$ cat config.mk
export PLATFORM = sky130hd
export DESIGN_NAME = lin_frame_ctrl
export DESIGN_NICKNAME = d
export VERILOG_FILES = /design/src/rtl/lin_fc_pkg.sv /design/src/rtl/lin_cmd_seq.sv /design/src/rtl/lin_resp_timer.sv /design/src/rtl/lin_rx_hold.sv /design/src/rtl/lin_frame_ctrl.sv
export SDC_FILE = /design/constraint.sdc
export NUM_CORES = 1
export LEC_CHECK = 0
export BUFFER_PORTS_ARGS = -buffer_cell sky130_fd_sc_hd__buf_4
export CAP_MARGIN = 20
export CORE_ASPECT_RATIO = 0.5
export CORE_MARGIN = 5
export CORE_UTILIZATION = 50
export CTS_CLUSTER_DIAMETER = 120
export DETAILED_ROUTE_END_ITERATION = 6
export PLACE_DENSITY = 0.88
export SYNTH_ARGS = -nofsm -noshare
export SYNTH_HDL_FRONTEND = slang
export SYNTH_SLANG_ARGS = --single-unit
$ cat constraint.sdc
create_clock -name clk -period 2.3 [get_ports clk]
set_clock_uncertainty 0.15 [all_clocks]
set_input_delay 0 -clock clk [delete_from_list [all_inputs] [get_ports clk]]
set_output_delay 0 -clock clk [all_outputs]
set_load 0.05 [all_outputs]
$ cat src/rtl/lin_fc_pkg.sv
package lin_fc_pkg;
  typedef enum logic [2:0] {
    S_ID   = 3'd0,
    S_CTL  = 3'd1,
    S_TOH  = 3'd2,
    S_TOL  = 3'd3,
    S_HDR  = 3'd4,
    S_DATA = 3'd5,
    S_BRK  = 3'd6,
    S_RESP = 3'd7
  } seq_state_t;

  localparam int unsigned BYTE_W  = 8;
  localparam int unsigned DIR_BIT = 7;
endpackage

$ cat src/rtl/lin_cmd_seq.sv
module lin_cmd_seq
  import lin_fc_pkg::*;
#(
  parameter int unsigned ID_W  = 6,
  parameter int unsigned LEN_W = 4,
  parameter int unsigned TO_W  = 12
) (
  input  logic                clk,
  input  logic                rst_n,
  input  logic                cmd_valid,
  output logic                cmd_ready,
  input  logic [BYTE_W-1:0]   cmd_byte,
  output logic                hdr_valid,
  input  logic                hdr_ready,
  output logic [ID_W-1:0]     hdr_id,
  output logic                hdr_tx,
  output logic [LEN_W-1:0]    hdr_len,
  output logic                txd_valid,
  input  logic                txd_ready,
  output logic [BYTE_W-1:0]   txd_data,
  input  logic                brk_start,
  input  logic                resp_done,
  input  logic                resp_expire,
  output logic                tmr_load,
  output logic [TO_W-1:0]     frm_to,
  output logic [LEN_W-1:0]    frm_len
);
  localparam int unsigned TOH_W = TO_W - BYTE_W;

  seq_state_t          state_q, state_d;
  logic [ID_W-1:0]     id_q;
  logic                tx_q;
  logic [LEN_W-1:0]    len_q;
  logic [TOH_W-1:0]    toh_q;
  logic [BYTE_W-1:0]   tol_q;
  logic [LEN_W-1:0]    dcnt_q;
  logic                txv_q;
  logic [BYTE_W-1:0]   txb_q;
  logic                acc;
  logic                last_data;

  always_comb begin
    unique case (state_q)
      S_ID, S_CTL, S_TOH, S_TOL: cmd_ready = 1'b1;
      S_DATA:                    cmd_ready = !txv_q || txd_ready;
      default:                   cmd_ready = 1'b0;
    endcase
  end

  assign acc       = cmd_valid && cmd_ready;
  assign last_data = (dcnt_q + 1'b1) == len_q;

  always_comb begin
    state_d = state_q;
    unique case (state_q)
      S_ID:   if (acc) state_d = S_CTL;
      S_CTL:  if (acc) state_d = S_TOH;
      S_TOH:  if (acc) state_d = tx_q ? S_HDR : S_TOL;
      S_TOL:  if (acc) state_d = S_HDR;
      S_HDR:  if (hdr_ready) begin
                if (!tx_q)              state_d = S_BRK;
                else if (len_q == '0)   state_d = S_ID;
                else                    state_d = S_DATA;
              end
      S_DATA: if (acc && last_data) state_d = S_ID;
      S_BRK:  if (brk_start) state_d = S_RESP;
      S_RESP: if (resp_done || resp_expire) state_d = S_ID;
      default: state_d = S_ID;
    endcase
  end

  always_ff @(posedge clk or negedge rst_n) begin
    if (!rst_n) begin
      state_q <= S_ID;
      id_q    <= '0;
      tx_q    <= 1'b0;
      len_q   <= '0;
      toh_q   <= '0;
      tol_q   <= '0;
      dcnt_q  <= '0;
    end else begin
      state_q <= state_d;
      if (acc) begin
        unique case (state_q)
          S_ID: begin
            id_q  <= cmd_byte[ID_W-1:0];
            toh_q <= '0;
            tol_q <= '0;
          end
          S_CTL: begin
            tx_q  <= cmd_byte[DIR_BIT];
            len_q <= cmd_byte[LEN_W-1:0];
          end
          S_TOH:  toh_q <= tx_q ? '0 : cmd_byte[TOH_W-1:0];
          S_TOL:  tol_q <= cmd_byte;
          S_DATA: dcnt_q <= dcnt_q + 1'b1;
          default: ;
        endcase
      end
      if (state_q == S_HDR) dcnt_q <= '0;
    end
  end

  // one-entry payload holding register
  always_ff @(posedge clk or negedge rst_n) begin
    if (!rst_n) begin
      txv_q <= 1'b0;
      txb_q <= '0;
    end else begin
      if (txv_q && txd_ready) txv_q <= 1'b0;
      if (state_q == S_DATA && acc) begin
        txv_q <= 1'b1;
        txb_q <= cmd_byte;
      end
    end
  end

  assign hdr_valid = (state_q == S_HDR);
  assign hdr_id    = id_q;
  assign hdr_tx    = tx_q;
  assign hdr_len   = len_q;
  assign txd_valid = txv_q;
  assign txd_data  = txb_q;
  assign tmr_load  = (state_q == S_BRK) && brk_start;
  assign frm_to    = {toh_q, tol_q};
  assign frm_len   = len_q;

  assert_txd_hold_R11: assert property (@(posedge clk) disable iff (!rst_n)
    txd_valid && !txd_ready |=> txd_valid && $stable(txd_data));

  assert_hdr_hold_R11: assert property (@(posedge clk) disable iff (!rst_n)
    hdr_valid && !hdr_ready |=> hdr_valid && $stable(hdr_id) && $stable(hdr_len));
endmodule

$ cat src/rtl/lin_resp_timer.sv
module lin_resp_timer #(
  parameter int unsigned TO_W  = 12,
  parameter int unsigned LEN_W = 4
) (
  input  logic             clk,
  input  logic             rst_n,
  input  logic             load,
  input  logic [TO_W-1:0]  to_val,
  input  logic [LEN_W-1:0] len_val,
  input  logic             bit_tick,
  input  logic             rxb_valid,
  input  logic             err_clr,
  output logic             done,
  output logic             expire,
  output logic             noresp_err
);
  localparam int unsigned GOT_W = LEN_W + 1;

  logic [TO_W-1:0]  cnt_q;
  logic [GOT_W-1:0] got_q;
  logic [GOT_W-1:0] need_q;
  logic             en_q;
  logic             act_q;
  logic             err_q;

  assign done   = act_q && rxb_valid && ((got_q + 1'b1) == need_q);
  assign expire = act_q && en_q && bit_tick && (cnt_q == TO_W'(1)) && !done;

  always_ff @(posedge clk or negedge rst_n) begin
    if (!rst_n) begin
      cnt_q  <= '0;
      got_q  <= '0;
      need_q <= '0;
      en_q   <= 1'b0;
      act_q  <= 1'b0;
    end else if (load) begin
      cnt_q  <= to_val;
      got_q  <= '0;
      need_q <= {1'b0, len_val} + 1'b1;
      en_q   <= (to_val != '0);
      act_q  <= 1'b1;
    end else if (act_q) begin
      if (done || expire) begin
        act_q <= 1'b0;
      end else begin
        if (rxb_valid)       got_q <= got_q + 1'b1;
        if (bit_tick && en_q) cnt_q <= cnt_q - 1'b1;
      end
    end
  end

  always_ff @(posedge clk or negedge rst_n) begin
    if (!rst_n)       err_q <= 1'b0;
    else if (expire)  err_q <= 1'b1;
    else if (err_clr) err_q <= 1'b0;
  end

  assign noresp_err = err_q;

  assert_err_sticky_R8: assert property (@(posedge clk) disable iff (!rst_n)
    noresp_err && !err_clr |=> noresp_err);

  assert_cnt_down_R4: assert property (@(posedge clk) disable iff (!rst_n)
    act_q && !load |=> cnt_q <= $past(cnt_q));
endmodule

$ cat src/rtl/lin_rx_hold.sv
module lin_rx_hold #(
  parameter int unsigned DW = 8
) (
  input  logic          clk,
  input  logic          rst_n,
  input  logic          rxb_valid,
  input  logic [DW-1:0] rxb_data,
  input  logic          rx_rd,
  input  logic          ovr_clr,
  output logic          rx_ready,
  output logic [DW-1:0] rx_data,
  output logic          overrun
);
  logic          rdy_q;
  logic [DW-1:0] dat_q;
  logic          ovr_q;

  always_ff @(posedge clk or negedge rst_n) begin
    if (!rst_n) begin
      rdy_q <= 1'b0;
      dat_q <= '0;
    end else if (rxb_valid) begin
      rdy_q <= 1'b1;
      dat_q <= rxb_data;
    end else if (rx_rd) begin
      rdy_q <= 1'b0;
    end
  end

  always_ff @(posedge clk or negedge rst_n) begin
    if (!rst_n)                            ovr_q <= 1'b0;
    else if (rxb_valid && rdy_q && !rx_rd) ovr_q <= 1'b1;
    else if (ovr_clr)                      ovr_q <= 1'b0;
  end

  assign rx_ready = rdy_q;
  assign rx_data  = rdy_q ? dat_q : '0;
  assign overrun  = ovr_q;

  assert_overrun_set_R10: assert property (@(posedge clk) disable iff (!rst_n)
    rxb_valid && rx_ready && !rx_rd |=> overrun && rx_ready);

  assert_read_clears_R9: assert property (@(posedge clk) disable iff (!rst_n)
    rx_rd && !rxb_valid |=> !rx_ready);
endmodule

$ cat src/rtl/lin_frame_ctrl.sv
module lin_frame_ctrl
  import lin_fc_pkg::*;
#(
  parameter int unsigned ID_W  = 6,
  parameter int unsigned LEN_W = 4,
  parameter int unsigned TO_W  = 12,
  parameter int unsigned CMD_W = 16
) (
  input  logic              clk,
  input  logic              rst_n,
  input  logic              cmd_valid,
  output logic              cmd_ready,
  input  logic [CMD_W-1:0]  cmd_data,
  output logic              hdr_valid,
  input  logic              hdr_ready,
  output logic [ID_W-1:0]   hdr_id,
  output logic              hdr_tx,
  output logic [LEN_W-1:0]  hdr_len,
  output logic              txd_valid,
  input  logic              txd_ready,
  output logic [7:0]        txd_data,
  input  logic              brk_start,
  input  logic              bit_tick,
  input  logic              rxb_valid,
  input  logic [7:0]        rxb_data,
  output logic              rx_ready,
  input  logic              rx_rd,
  output logic [7:0]        rx_data,
  output logic              noresp_err,
  output logic              overrun,
  input  logic [1:0]        err_clr
);
  logic             unused_hi;
  logic             tmr_load;
  logic [TO_W-1:0]  frm_to;
  logic [LEN_W-1:0] frm_len;
  logic             resp_done;
  logic             resp_expire;

  assign unused_hi = ^cmd_data[CMD_W-1:BYTE_W];

  lin_cmd_seq #(.ID_W(ID_W), .LEN_W(LEN_W), .TO_W(TO_W)) u_seq (
    .clk, .rst_n,
    .cmd_valid, .cmd_ready, .cmd_byte(cmd_data[BYTE_W-1:0]),
    .hdr_valid, .hdr_ready, .hdr_id, .hdr_tx, .hdr_len,
    .txd_valid, .txd_ready, .txd_data,
    .brk_start, .resp_done, .resp_expire,
    .tmr_load, .frm_to, .frm_len
  );

  lin_resp_timer #(.TO_W(TO_W), .LEN_W(LEN_W)) u_tmr (
    .clk, .rst_n,
    .load(tmr_load), .to_val(frm_to), .len_val(frm_len),
    .bit_tick, .rxb_valid, .err_clr(err_clr[0]),
    .done(resp_done), .expire(resp_expire), .noresp_err
  );

  lin_rx_hold #(.DW(BYTE_W)) u_rx (
    .clk, .rst_n,
    .rxb_valid, .rxb_data, .rx_rd, .ovr_clr(err_clr[1]),
    .rx_ready, .rx_data, .overrun
  );

  assert_abort_idle_R5: assert property (@(posedge clk) disable iff (!rst_n)
    resp_expire |=> noresp_err && cmd_ready);
endmodule

Word level (Yosys, flattened, before mapping):

Cells that the tools add are included.

* reduce and logical (&&, ||, !) cells: 42
* multiplexer cells: 39
* equal/unequal tests: 19
* $add $sub $neg: 4

Operator list (number)
* $mux W12: 4
* $mux W3: 11
* $pmux W3 S8: 1
* $reduce_bool A2 Y1: 11
* $mux W5: 4
* $mux W4: 4
* $pmux W8 S2: 1
* $logic_and A1 B1 Y1: 14
* $ne A2 B1 Y1 const B: 7
* $eq A12 B1 Y1 const B: 1
* $eq A3 B3 Y1 const B: 4
* $reduce_bool A12 Y1: 1
* $sub A12 B1 Y12 const B: 1
* $mux W1: 11
* $reduce_and A2 Y1: 5
* $mux W8: 1
* $pmux W4 S2: 1
* $reduce_and A8 Y1: 1
* $eq A3 B2 Y1 const B: 2
* $reduce_and A3 Y1: 2
* $add A4 B1 Y5 const B: 1
* $add A5 B1 Y5 const B: 1
* $eq A5 B5 Y1: 1
* $add A4 B1 Y4 const B: 1
* other kinds (9): 13

* output and inout port bits: 33
* register bits: 74
* word-level logic and storage cells: 122

Depth between registers and ports, before layout:

Gate-level depths: netlist of the first run.

* depth after elaboration: 9
* gate-level depth with buffers: 9

Cells and area by module:

Synthesis of the first run repeated with hierarchy kept, for this count alone.

* cells, all modules: 376
* area total of the unflattened synthesis: 3856.2 um^2

By module, submodules not included
* lin_cmd_seq: instances 1, area each 1896.8 um^2, cells an instance 176, sequential area each 975.9 um^2
* lin_resp_timer: instances 1, area each 1500.2 um^2, cells an instance 169, sequential area each 625.6 um^2
* lin_rx_hold: instances 1, area each 459.2 um^2, cells an instance 31, sequential area each 250.2 um^2

Worst setup path before layout of the first run:

Ideal clock, no wire load.

* path type: reg-to-reg
* start point: register u_tmr.got_q[0]
* end point: register u_tmr.cnt_q[8]
* required time: 2068 ps
* arrival time: 2011 ps
* path slack: 57 ps
* library setup time: 82 ps
* cell stages (with the launch flop): 9
* cells stage by stage: dfrtp_1 ha_1 nor3b_1 o211ai_1 nand3_2 a211oi_4 nand2_2 or3_1 a31oi_1

* longest elaborated chain between the ends: 8

Ends and longest elaborated chain
* start: declaration: line lin_resp_timer.sv:20 `logic [GOT_W-1:0] got_q;`
* start signal: assignment: line lin_resp_timer.sv:46 `if (rxb_valid) got_q <= got_q + 1'b1;`
* $add A5 B1 Y5 (*): line lin_resp_timer.sv:26 `assign done = act_q && rxb_valid && ((got_q + 1'b1) == need_q);`
* $eq A5 B5 Y1 (*): line lin_resp_timer.sv:26
* $logic_and A1 B1 Y1 (*): line lin_resp_timer.sv:26
* $logic_not A1 Y1: line lin_resp_timer.sv:27 `assign expire = act_q && en_q && bit_tick && (cnt_q == TO_W'(1)) && !done;`
* $logic_and A1 B1 Y1: line lin_resp_timer.sv:27
* $logic_or A1 B1 Y1 (*): line lin_resp_timer.sv:43 `if (done || expire) begin`
* $ne A2 B2 Y1 (no line) (*)
* $reduce_and A3 Y1 (no line) (*)
* end signal: assignment: line lin_resp_timer.sv:37 `cnt_q <= to_val;`
* end signal: assignment: line lin_resp_timer.sv:47 `if (bit_tick && en_q) cnt_q <= cnt_q - 1'b1;`
* end: declaration: line lin_resp_timer.sv:19 `logic [TO_W-1:0] cnt_q;`

Mark *: on every way between the ends. The rest lies on a longest branch, timed or not.
A chain may end at the register's enable or synchronous reset.

Worst setup path after layout of the first run:

* start point: register u_tmr.got_q[0]
* end point: register u_tmr.cnt_q[4]

The elaborated chain is that of the path after synthesis.

==> results of run 1 <==
==> per-layer routing <==
metal | global-route usage [%] | routed length (um)
met5 | 0 | 0
met4 | 5.36 | 94
met3 | 6.68 | 549
met2 | 32.3 | 4150
met1 | 25.9 | 4160
==> cell usage after synthesis (4+ instances only) <==
cell type,count,share of area [%]
sky130_fd_sc_hd__a21oi_1,10,1.4
sky130_fd_sc_hd__nand3_1,19,2.6
sky130_fd_sc_hd__o211ai_1,5,1.0
sky130_fd_sc_hd__o21ai_1,8,1.1
sky130_fd_sc_hd__mux2_2,16,4.9
sky130_fd_sc_hd__clkbuf_1,17,1.7
sky130_fd_sc_hd__inv_1,18,1.8
sky130_fd_sc_hd__ha_1,6,2.0
sky130_fd_sc_hd__nand2_1,66,6.7
sky130_fd_sc_hd__dfrtp_1,74,50
sky130_fd_sc_hd__o21ai_0,30,4.1
sky130_fd_sc_hd__xnor2_1,11,2.6
sky130_fd_sc_hd__and3_1,4,0.68
sky130_fd_sc_hd__nand2b_1,5,0.85
sky130_fd_sc_hd__nor2_1,13,1.3
sky130_fd_sc_hd__or3_1,5,0.85
sky130_fd_sc_hd__a22o_1,9,2.1
sky130_fd_sc_hd__xor2_1,13,3.1
sky130_fd_sc_hd__and2_1,10,1.7
==> how the worst max path moves through the flow <==
stage                       to           start  depth (start not counted)  slack (ns)
2_1_floorplan   u_tmr.cnt_q[8]  u_tmr.got_q[0]                          8        0.06
3_3_place_gp    u_tmr.got_q[4]  u_tmr.got_q[0]                          8         0.1
3_5_place_dp    u_tmr.cnt_q[4]  u_tmr.got_q[0]                          8       -0.05
4_1_cts         u_tmr.cnt_q[4]  u_tmr.got_q[0]                          8       0.008
5_1_grt        u_tmr.cnt_q[11]  u_tmr.got_q[0]                          9       -0.05
6_report        u_tmr.cnt_q[4]  u_tmr.got_q[0]                          8        0.07
==> cells by family (layout without fill, tap and decap cells) <==
kind of cell | after synthesis | in the layout
compound gates | 77 | 77
xor+xnor | 25 | 25
fa+ha+maj | 6 | 6
buf+inv | 36 | 142
flops | 74 | 74
mux | 16 | 16
simple gates | 147 | 147
==> worst min-delay path, stage by stage <==
cell and delay [ns]:
sky130_fd_sc_hd__buf_4 0.08, sky130_fd_sc_hd__a211o_1 0.12, sky130_fd_sc_hd__and3_1 0.15, sky130_fd_sc_hd__a21oi_1 0.04, sky130_fd_sc_hd__o211ai_1 0.15
==> power groups by stage <==
stage | Clock [W] | Sequential (W) | Combinational (W)
2_1_floorplan | 0 | 0.00272 | 0.00155
3_3_place_gp | 0 | 0.00222 | 0.00282
3_5_place_dp | 0 | 0.00224 | 0.00291
4_1_cts | 0.00144 | 0.00223 | 0.00300
5_1_grt | 0.00150 | 0.00233 | 0.00328
6_report | 0.00142 | 0.00226 | 0.00302
==> cell usage in the layout, fill, tap and decap left out, types with 2 or more instances in the layout <==
cell type / instances
sky130_fd_sc_hd__a21o_1: 3
sky130_fd_sc_hd__dfrtp_1: 74
sky130_fd_sc_hd__nor3_1: 2
sky130_fd_sc_hd__mux2_2: 16
sky130_fd_sc_hd__dlygate4sd3_1: 32
sky130_fd_sc_hd__a31oi_1: 3
sky130_fd_sc_hd__a21oi_1: 10
sky130_fd_sc_hd__clkbuf_8: 2
sky130_fd_sc_hd__o21ai_0: 30
sky130_fd_sc_hd__nand4b_1: 2
sky130_fd_sc_hd__nor4_1: 3
sky130_fd_sc_hd__nand2b_1: 5
sky130_fd_sc_hd__nor2_1: 13
sky130_fd_sc_hd__nand3_2: 2
sky130_fd_sc_hd__and2_1: 10
sky130_fd_sc_hd__nand3_1: 19
sky130_fd_sc_hd__or3_1: 5
sky130_fd_sc_hd__nor2b_1: 3
sky130_fd_sc_hd__clkinvlp_4: 2
sky130_fd_sc_hd__ha_1: 5
sky130_fd_sc_hd__nand2_1: 66
sky130_fd_sc_hd__o21ai_1: 8
sky130_fd_sc_hd__o211ai_1: 5
sky130_fd_sc_hd__xor2_1: 13
sky130_fd_sc_hd__clkbuf_16: 9
sky130_fd_sc_hd__xnor2_1: 11
sky130_fd_sc_hd__inv_1: 18
sky130_fd_sc_hd__nand4_1: 3
sky130_fd_sc_hd__and3_1: 4
sky130_fd_sc_hd__buf_4: 75
sky130_fd_sc_hd__o22ai_1: 2
sky130_fd_sc_hd__a22o_1: 9
==> state kept, by name (all words and copies together), names as in the netlist, 4 cells and up <==
| register | flops |
|---|---|
| u_seq.dcnt_q | 4 |
| u_seq.txd_data | 8 |
| u_tmr.cnt_q | 12 |
| u_tmr.got_q | 5 |
| u_seq.tol_q | 8 |
| u_rx.dat_q | 8 |
| u_seq.hdr_id | 6 |
| u_seq.frm_len | 4 |
| u_tmr.need_q | 5 |
| u_seq.toh_q | 4 |
==> through the flow <==
stage,hold slack [ns],utilization [%],TNS [ns]
2_1_floorplan,-0.446,-,0
3_3_place_gp,0.0378,59.3,0
3_5_place_dp,0.0375,59.3,-0.0669
4_1_cts,0.0993,68.0,0
5_1_grt,0.125,68.4,-0.175
6_report,0.108,68.4,0
==> what timing repair did <==
item                                    4_1_cts  5_1_grt
hold buffers                                 32        0
gates resized for setup                       0        5
pin swaps                                     2        2
setup buffers                                 1        0
endpoints found under the setup margin        1       14
hold endpoints to repair                    118        0
==> layout make-up <==
cell class                 instances  area, sq um  share of cell area [%]
timing repair buffer             107          883                    17.8
clock inverter                     4         50.0                    1.01
inverter                          19         71.3                    1.44
multi-input combinational        271         1740                    34.9
tap                               96          120                    2.42
clock buffer                      12          256                    5.16
sequential                        74         1850                    37.3
==> results.cfg, run 1 <==
[run_status]
run_status = completed

[final_layout]
n_antenna_cell = 0
drive_above_1_share_pct = 24.2
stdcell_area_sq_um = 4970
final_cell_count_no_fill = 583
finalNetCount = 523
area_growth_pct = 34.5
n_fill_cell = 518

[logic_synthesis]
ys_seq_elements = 74
seq_area_frac_synth_pct = 50.1
synthCells = 381
ys_warn_count = 0
post_synth_fa_ha_maj_area_fraction_pct = 2.03
syn_area_per_cell_sq_um = 9.70
postSynth.asyncResetShare_pct = 100
synth_simple_gate_area_share_pct = 19.9
synth_compound_gate_area_share_pct = 13.3
yosys-mux-area-fraction_pct = 4.87
synth_edf_count = 0
synth.cell_area_sq_um = 3700
synth-xor-area-share_pct = 6.13
synth_top_family_by_area = simple AND/OR/NAND/NOR gates
synth-main-ff-cell = sky130_fd_sc_hd__dfrtp_1
post_synth_num_cell_types = 46
synthesized_net_count = 422

[pwr]
power.share.sequential_pct = 33.8
power.switching_fraction_pct = 42.5
p_clk_share_pct = 21.1
cellLeakagePower_nw = 2.29
powerDensity_nw_per_um2 = 1350
internal_power_w = 0.00385
power.share.combinational_pct = 45.1
report.power.total_w = 0.00670
power.net_switching_w = 0.00285
vdd_drop_max_v = 0.00102

[detailed_routing]
vias_per_cell = 5.33
detail_route.first_pass.iterations = 5
routedWlPerCell_um = 15.3
drt-total-wl_mm = 8.95
vias = 3107
drtAntennaViolNets = 0
route.detailed.drc = 0
drt_first_iter_violations = 237

[worst_hold_path]
whs_endpoint = u_seq.state_q[1]
whs_path_depth = 5
hold_path.startpoint = hdr_ready
timing.hold.worst.class = input pin to flop

[global_routing]
grt_start_max_net_pins = 75
grt_antenna_before_repair = 0
first_pass_grt_wire_length_mm = 15.1
total_grt_overflow = 0
grt.total_usage_pct = 19.9
vias_in_the_first_global_route = 3070

[sta]
fmax_mhz = 448
final_critical_path_setup_slack_ns = 0.0660
slew_viol_final = 0
min_period_ns = 2.23
slew-limit-headroom_pct = 39.5
timing_hold_violations_final = 0
slew_of_the_pin_with_the_lowest_slew_margin_ns = 0.907
setup_viol = 0
final.period_utilization_pct = 97.1
grt_setup_unrepaired = true

[place]
post_place_cell_area_sq_um = 4310
gpl.final_weighted_congestion = 0.857
dp_hpwl_mm = 5.97
placement.setup.worst_slack_ns = -0.0497
placedCellCount = 534
i_o_buffers = 59

[setup_path]
max_stage_delay_ns = 0.41
depth_of_the_most_critical_reg_to_reg_path = 8
reg2reg_from = u_tmr.got_q[0]
crit_chain = ha_4 > nor3b_2 > o211ai_1 > nand3_2 > a21boi_4 > nand3_1 > o311ai_1 > o211ai_1
worst_path_max_delay_cell = sky130_fd_sc_hd__dfrtp_1
critPathArrivalTime_ns = 2.28
reg2reg_setup_slack_ns = 0.07
critical_path.endpoint_type = flop
cp-start-kind = flop
crit_required_ns = 2.35
crit_buf_inv = 0
worst_path_dominant_cell_family = compound AO/OA/AOI/OAI gates
r2r_end = u_tmr.cnt_q[4]
start_to_end_type_of_the_worst_setup_path = flop to flop
crit_path_frequent_cell = sky130_fd_sc_hd__o211ai_1
crit_path_max_fanout = 7

[floorplan]
initial_core_util_pct = 50.9
fp.dieArea_sq_um = 9320
boundaryPins = 68
coreArea_sq_um = 7270
die_height_um = 70.8
die_w_um = 132
site_row_count = 22

[clocking]
root_cell_of_the_clock_tree = sky130_fd_sc_hd__clkbuf_16
numCtsBuffers = 9
cts.sink_count = 74
clock_tree.htree_level_count = 3
clock_insertion_delay_worst_skew_ns = 0.33
cts.reportedPaths.clkPinSlew_ns = 0.06
tritoncts_clock_tree = done
clock_tree.buffer_depth = 2

[flow_run]
max-cap-violations = 0
Power figures use the tool's default switching activity.
==> inputs of run 2 (changes only) <==
--- a/config.mk
+++ b/config.mk
@@ -5,14 +5,17 @@
 export SDC_FILE = /design/constraint.sdc
 export NUM_CORES = 1
 export LEC_CHECK = 0
+export ABC_AREA = 1
 export BUFFER_PORTS_ARGS = -buffer_cell sky130_fd_sc_hd__buf_4
 export CAP_MARGIN = 20
 export CORE_ASPECT_RATIO = 0.5
 export CORE_MARGIN = 5
-export CORE_UTILIZATION = 50
+export CORE_UTILIZATION = 53
+export CTS_BUF_LIST = sky130_fd_sc_hd__clkbuf_4
 export CTS_CLUSTER_DIAMETER = 120
 export DETAILED_ROUTE_END_ITERATION = 6
-export PLACE_DENSITY = 0.88
+export PLACE_DENSITY = 0.91
 export SYNTH_ARGS = -nofsm -noshare
 export SYNTH_HDL_FRONTEND = slang
+export SYNTH_HIERARCHICAL = 1
 export SYNTH_SLANG_ARGS = --single-unit
==> run 2 against run 1 <==
Against the previous run:
- cell count up 27%
- die area grew 1.8%
- synthesized cell count increased by 40%
- combinational power is 11% higher
- maximum frequency is 0.42% lower
- largest cell class unchanged
==> results.cfg, run 2 <==
[clocking]
clock_insertion_delay_worst_skew_ns = 0.44
tritoncts_clock_tree = done
numCtsBuffers = 9
root_cell_of_the_clock_tree = sky130_fd_sc_hd__clkbuf_4
cts.sink_count = 74
clock_tree.htree_level_count = 3
clock_tree.buffer_depth = 2
cts.reportedPaths.clkPinSlew_ns = 0.12

[logic_synthesis]
synthCells = 533
seq_area_frac_synth_pct = 46.3
synth-xor-area-share_pct = 0.438
synth_top_cell_by_area = sky130_fd_sc_hd__dfrtp_1
top_cell_type_s_share_of_synthesized_area_pct = 46.3
synth_simple_gate_area_share_pct = 31.9
ys_warn_count = 6
yosys-top-cells-area = sky130_fd_sc_hd__dfrtp_1 46%, sky130_fd_sc_hd__nand2_1 16%, sky130_fd_sc_hd__nand3_1 8.0%
synth_edf_count = 0
postSynth.asyncResetShare_pct = 100
synth_compound_gate_area_share_pct = 10.1
synth_top_cells_by_count = 170 x sky130_fd_sc_hd__nand2_1, 74 x sky130_fd_sc_hd__dfrtp_1, 64 x sky130_fd_sc_hd__nand3_1
yosys-mux-area-fraction_pct = 0
synth_top_family_by_area = simple AND/OR/NAND/NOR gates
synth.cell_area_sq_um = 4000
post_synth_fa_ha_maj_area_fraction_pct = 1.56
ys_seq_elements = 74
synth-main-ff-cell = sky130_fd_sc_hd__dfrtp_1
post_synth_num_cell_types = 35
syn_area_per_cell_sq_um = 7.50
most_instantiated_library_cell_after_synthesis = sky130_fd_sc_hd__nand2_1
synthesized_net_count = 573

[pwr]
report.power.total_w = 0.00642
power.net_switching_w = 0.00321
power.share.combinational_pct = 52.4
power.share.sequential_pct = 36.3
cellLeakagePower_nw = 2.71
p_clk_share_pct = 11.4
internal_power_w = 0.00321
vdd_drop_max_v = 0.000916
powerDensity_nw_per_um2 = 1260
power.switching_fraction_pct = 50.0

[final_layout]
utilization_after_layout_pct = 69.8
area_growth_pct = 27.8
stdcell_area_sq_um = 5110
drive_above_1_share_pct = 17.0
n_antenna_cell = 0
layout.cells.most_common = sky130_fd_sc_hd__nand2_1
finalNetCount = 677
largest-register = u_tmr/cnt_q
largest_register_ffs = 12
layout_common_cells = 167 x sky130_fd_sc_hd__nand2_1, 73 x sky130_fd_sc_hd__dfrtp_1, 68 x sky130_fd_sc_hd__buf_4

[global_routing]
first_pass_grt_wire_length_mm = 17.8
grt.total_usage_pct = 23.0
grt_start_max_net_pins = 75
total_grt_overflow = 0
grt_antenna_before_repair = 0
vias_in_the_first_global_route = 3745

[setup_path]
crit_path_frequent_cell = sky130_fd_sc_hd__nand3_1
worst_path_dominant_cell_family = buffers and inverters
start_to_end_type_of_the_worst_setup_path = flop to flop
crit_required_ns = 2.47
worst_setup_path_startpoint = u_tmr/got_q[1]
critical_path.endpoint_type = flop
cp-start-kind = flop
critPathArrivalTime_ns = 2.42
crit_buf_inv = 2
reg2reg_from = u_tmr/got_q[1]
crit_chain = ha_4 > inv_1 > nand2_1 > nand3_1 > nor2_2 > nand3_4 > nand3_1 > o21ai_0 > dlygate4sd3_1
worst_path_max_delay_cell = sky130_fd_sc_hd__dlygate4sd3_1
max_stage_delay_ns = 0.58
crit_path_max_fanout = 5

[sta]
timing_hold_violations_final = 0
setup_tns_ns = 0
slew-limit-headroom_pct = 39.3
slew_viol_final = 0
setup_viol = 0
final.period_utilization_pct = 97.5
fmax_mhz = 446
slew_of_the_pin_with_the_lowest_slew_margin_ns = 0.910
grt_setup_unrepaired = true
fin_worst_hold_slack_ns = 0.0726
min_period_ns = 2.24

[flow_run]
max-cap-violations = 0

[floorplan]
coreArea_sq_um = 7320
site_row_count = 22
boundaryPins = 68
fp.dieArea_sq_um = 9490
initial_core_util_pct = 54.6
die_height_um = 71.4
die_w_um = 133

[detailed_routing]
detail_route.wirelength.met1_mm = 4.47
vias_per_cell = 5.52
drt-total-wl_mm = 10.9
drtAntennaViolNets = 0
detail_route.first_pass.iterations = 5
route.detailed.drc = 0
routedWlPerCell_um = 14.7
vias = 4076
routed-wl-met2_mm = 5.19
wl_met3_um = 936
topRoutingLayerUsed = met4
drt_first_iter_violations = 413

[worst_hold_path]
timing.hold.worst.class = input pin to async pin

[place]
post_place_cell_area_sq_um = 4460
gpl.final_weighted_congestion = 0.910
dp_hpwl_mm = 6.43
i_o_buffers = 59

[run_status]
run_status = completed
## run 2: kinds of logic after synthesis
kind of cell | Yosys count
adder cells (fa/ha/maj) | 5
flip-flops | 74
buffers and inverters | 88
XOR/XNOR | 2
AO/OA/AOI/OAI | 72
AND/OR/NAND/NOR | 292
## run 2: cell type report
class	count	area, sq um
Inverter	66	248
Timing Repair Buffer	115	981
Multi-Input combinational cell	371	1790
Clock inverter	7	51.3
Fill cell	536	2210
Clock buffer	9	67.6
Tap cell	96	120
Sequential cell	74	1850
## run 2: timing repair
action | CTS | global route
endpoints found under the hold margin | 139 | 0
setup buffers | 0 | 4
gates resized for setup | 0 | 8
hold buffers | 47 | 0
setup endpoints to repair | 0 | 5
## run 2: routing by layer
metal / GRT usage, % / vias up
li1: - / 1923
met1: 29.6 / 1874
met2: 38.5 / 247
met4: 6.57 / 0
met5: 0 / -
met3: 6.38 / 32
## run 2: path summary, 6_finish.rpt
check | depth (start not counted) | slack (ns) | to
hold reg to reg | 2 | 0.35 | u_seq/hdr_id[0]
hold / removal | 2 | 0.07 | u_seq/dcnt_q[2]
max in group asynchronous | 2 | 1.27 | u_tmr/got_q[2]
min in group clk | 4 | 0.23 | u_seq/txd_data[6]
setup reg to reg | 9 | 0.06 | u_tmr/noresp_err
setup / recovery | 9 | 0.06 | u_tmr/noresp_err
## run 2: stage by stage
| stage | instances | setup slack, ns |
|---|---|---|
| finish | 738 | 0.0567 |
| global route | 738 | -0.0175 |
| CTS | 734 | 0.00930 |
| detailed placement | 671 | 0.0522 |
| global placement | 671 | 0.124 |
| floorplan | 533 | 0.198 |
## run 2: worst register-to-register path: stages (launching register included)
cell and delay (ns):
sky130_fd_sc_hd__dfrtp_1 0.45, sky130_fd_sc_hd__ha_4 0.29, sky130_fd_sc_hd__inv_1 0.04, sky130_fd_sc_hd__nand2_1 0.05, sky130_fd_sc_hd__nand3_1 0.10, sky130_fd_sc_hd__nor2_2 0.17, sky130_fd_sc_hd__nand3_4 0.11, sky130_fd_sc_hd__nand3_1 0.10
sky130_fd_sc_hd__o21ai_0 0.10, sky130_fd_sc_hd__dlygate4sd3_1 0.58
## run 2: power groups by stage
stage / logic, W / registers, W / clock network, W
2_1_floorplan: 0.00205 / 0.00258 / 0
3_3_place_gp: 0.00299 / 0.00229 / 0
3_5_place_dp: 0.00309 / 0.00229 / 0
4_1_cts: 0.00319 / 0.00228 / 0.000746
5_1_grt: 0.00369 / 0.00240 / 0.000808
6_report: 0.00336 / 0.00233 / 0.000731
==> inputs of run 3 (changes only) <==
--- a/config.mk
+++ b/config.mk
@@ -9,12 +9,11 @@
 export BUFFER_PORTS_ARGS = -buffer_cell sky130_fd_sc_hd__buf_4
 export CAP_MARGIN = 20
 export CORE_ASPECT_RATIO = 0.5
-export CORE_MARGIN = 5
-export CORE_UTILIZATION = 53
+export CORE_UTILIZATION = 63
 export CTS_BUF_LIST = sky130_fd_sc_hd__clkbuf_4
 export CTS_CLUSTER_DIAMETER = 120
 export DETAILED_ROUTE_END_ITERATION = 6
-export PLACE_DENSITY = 0.91
+export PLACE_DENSITY = 0.95
 export SYNTH_ARGS = -nofsm -noshare
 export SYNTH_HDL_FRONTEND = slang
 export SYNTH_HIERARCHICAL = 1
==> constraint.sdc (replaced) <==
create_clock -name clk -period 2.9 [get_ports clk]
set_clock_uncertainty 0.15 [all_clocks]
set_input_delay 0 -clock clk [delete_from_list [all_inputs] [get_ports clk]]
set_output_delay 0 -clock clk [all_outputs]
set_load 0.05 [all_outputs]
==> run 3 against run 2 <==
Against the previous run:
- the run now ends with design-rule violations left
- first-iteration DRC count rose by 28%
- largest cell class unchanged
- setup slack improved by 0.29 ns
- maximum frequency fell by 12%
- utilization rose by 13 points
- cell count fell by 2.2%
- die area fell by 29%
==> results.cfg, run 3 (same netlist as run 2, synthesis figures left out) <==
[floorplan]
fp.dieArea_sq_um = 6690
die_height_um = 58.3
die_w_um = 115
initial_core_util_pct = 65.5
coreArea_sq_um = 6110
boundaryPins = 68
site_row_count = 20

[place]
dp_hpwl_mm = 6.23
placement.setup.worst_slack_ns = 0.512
i_o_buffers = 59
gpl.final_weighted_congestion = 0.922

[global_routing]
grt_antenna_before_repair = 0
vias_in_the_first_global_route = 3686
grt_start_max_net_pins = 75
first_pass_grt_wire_length_mm = 17.6
total_grt_overflow = 0
grt.total_usage_pct = 35.2

[final_layout]
largest-register = u_tmr/cnt_q
largest_register_ffs = 12
layout_common_cells = 170 x sky130_fd_sc_hd__nand2_1, 74 x sky130_fd_sc_hd__dfrtp_1, 64 x sky130_fd_sc_hd__nand3_1
drive_above_1_share_pct = 15.3
area_growth_pct = 26.3
finalNetCount = 669
layout.cells.most_common = sky130_fd_sc_hd__nand2_1
n_antenna_cell = 0

[detailed_routing]
wl_met3_mm = 1.06
vias = 4157
routed-wl-met2_mm = 5.16
drtAntennaViolNets = 0
vias_per_cell = 5.76
drt_first_iter_violations = 530
detail_route.wirelength.met1_mm = 4.41
routedWlPerCell_um = 15.3
detail_route.first_pass.iterations = 7
route.detailed.drc = 19
topRoutingLayerUsed = met4
drt-total-wl_mm = 11.0

[setup_path]
critical_path.endpoint_type = flop
worst_setup_path_startpoint = u_tmr/got_q[0]
cp-start-kind = flop
reg2reg_from = u_tmr/got_q[0]
start_to_end_type_of_the_worst_setup_path = flop to flop
depth_of_the_most_critical_reg_to_reg_path = 15
critPathArrivalTime_ns = 2.80
crit_required_ns = 3.14
crit_path_max_fanout = 8

[clocking]
clock_insertion_delay_worst_skew_ns = 0.44
root_cell_of_the_clock_tree = sky130_fd_sc_hd__clkbuf_4
ctsResizeCount = 0
tritoncts_clock_tree = done
clock_tree.htree_level_count = 3
cts_post_setup_buffers_inserted = 0
cts.reportedPaths.clkPinSlew_ns = 0.13
numCtsBuffers = 9
cts.sink_count = 74
cts.hold.buffers_added = 46
clock_tree.buffer_depth = 2

[sta]
timing_hold_violations_final = 0
fmax_mhz = 391
final_critical_path_setup_slack_ns = 0.346
final.period_utilization_pct = 88.1
setup_viol = 0
slew_viol_final = 0
min_period_ns = 2.55
setup_tns_ns = 0
slew_of_the_pin_with_the_lowest_slew_margin_ns = 0.919
slew-limit-headroom_pct = 38.7
fin_worst_hold_slack_ns = 0.0632
grt_setup_unrepaired = false

[flow_run]
max-cap-violations = 0

[run_status]
violated_checks = design-rule violations
run_status = finished with violations

[pwr]
cellLeakagePower_nw = 2.69
powerDensity_nw_per_um2 = 1030
vdd_drop_max_v = 0.000767

[worst_hold_path]
timing.hold.worst.class = input pin to async pin
## run 3: cell types whose count changed in the layout (fill, tap and decap cells not counted), sizes merged
cell         previous run  this run
dlygate4sd3            47        46
inv                    68        66
buf                    68        61
clkbuf                  9        10
clkinv                  4         3
bufinv                  0         2
## run 3: where the power goes
group	leakage (nW)	internal (W)	total [W]	switching [W]
Sequential	0.943	0.00143	0.00186	0.000431
Clock	0.0870	0.000362	0.000745	0.000383
Combinational	1.66	0.000865	0.00258	0.00172
## run 3: routing by layer
layer	track usage, %	vias to the layer above
li1	-	1913
met2	59.0	262
met5	0	-
met3	9.17	51
met4	13.7	0
met1	44.8	1931
## run 3: metrics by stage
step / cell area [sq um] / utilization [%] / std cells / total power (W)
5_1_grt: 5050 / 82.7 / 722 / 0.00552
2_1_floorplan: 4000 / - / 533 / 0.00367
3_5_place_dp: 4430 / 72.5 / 660 / 0.00424
3_3_place_gp: 4430 / 72.5 / 660 / 0.00413
4_1_cts: 5050 / 82.7 / 722 / 0.00505
6_report: 5050 / 82.7 / 722 / 0.00519
## run 3: area by class of cell
cell class / instances / area, sq um
Multi-Input combinational cell: 371 / 1760
Fill cell: 352 / 1050
Clock buffer: 10 / 75.1
Clock inverter: 6 / 90.1
Sequential cell: 74 / 1850
Timing Repair Buffer: 107 / 918
Tap cell: 88 / 110
Inverter: 66 / 248
## run 3: critical path, cell delays in order, from the launching register on
cell and delay, ns:
sky130_fd_sc_hd__dfrtp_1 0.49, sky130_fd_sc_hd__ha_1 0.28, sky130_fd_sc_hd__inv_1 0.07, sky130_fd_sc_hd__nand2_2 0.07, sky130_fd_sc_hd__nand2_1 0.07, sky130_fd_sc_hd__nand2_1 0.07
sky130_fd_sc_hd__nand2_1 0.06, sky130_fd_sc_hd__nor2_2 0.15, sky130_fd_sc_hd__nand3_4 0.13, sky130_fd_sc_hd__nand3_1 0.11, sky130_fd_sc_hd__inv_1 0.05, sky130_fd_sc_hd__o31ai_1 0.31
sky130_fd_sc_hd__a21oi_2 0.16, sky130_fd_sc_hd__nand2_1 0.17, sky130_fd_sc_hd__nand2_1 0.08, sky130_fd_sc_hd__nand2_1 0.07
## run 3: path summary, 6_finish.rpt
check	to	slack (ns)
worst max-delay path	u_seq/state_q[2]	0.35
worst min-delay path	u_tmr/cnt_q[6]	0.06
worst max register to register	u_seq/state_q[2]	0.35
worst min register to register	u_seq/txd_data[3]	0.36
max in group asynchronous	u_seq/dcnt_q[1]	1.93
min in group clk	u_seq/tol_q[5]	0.24
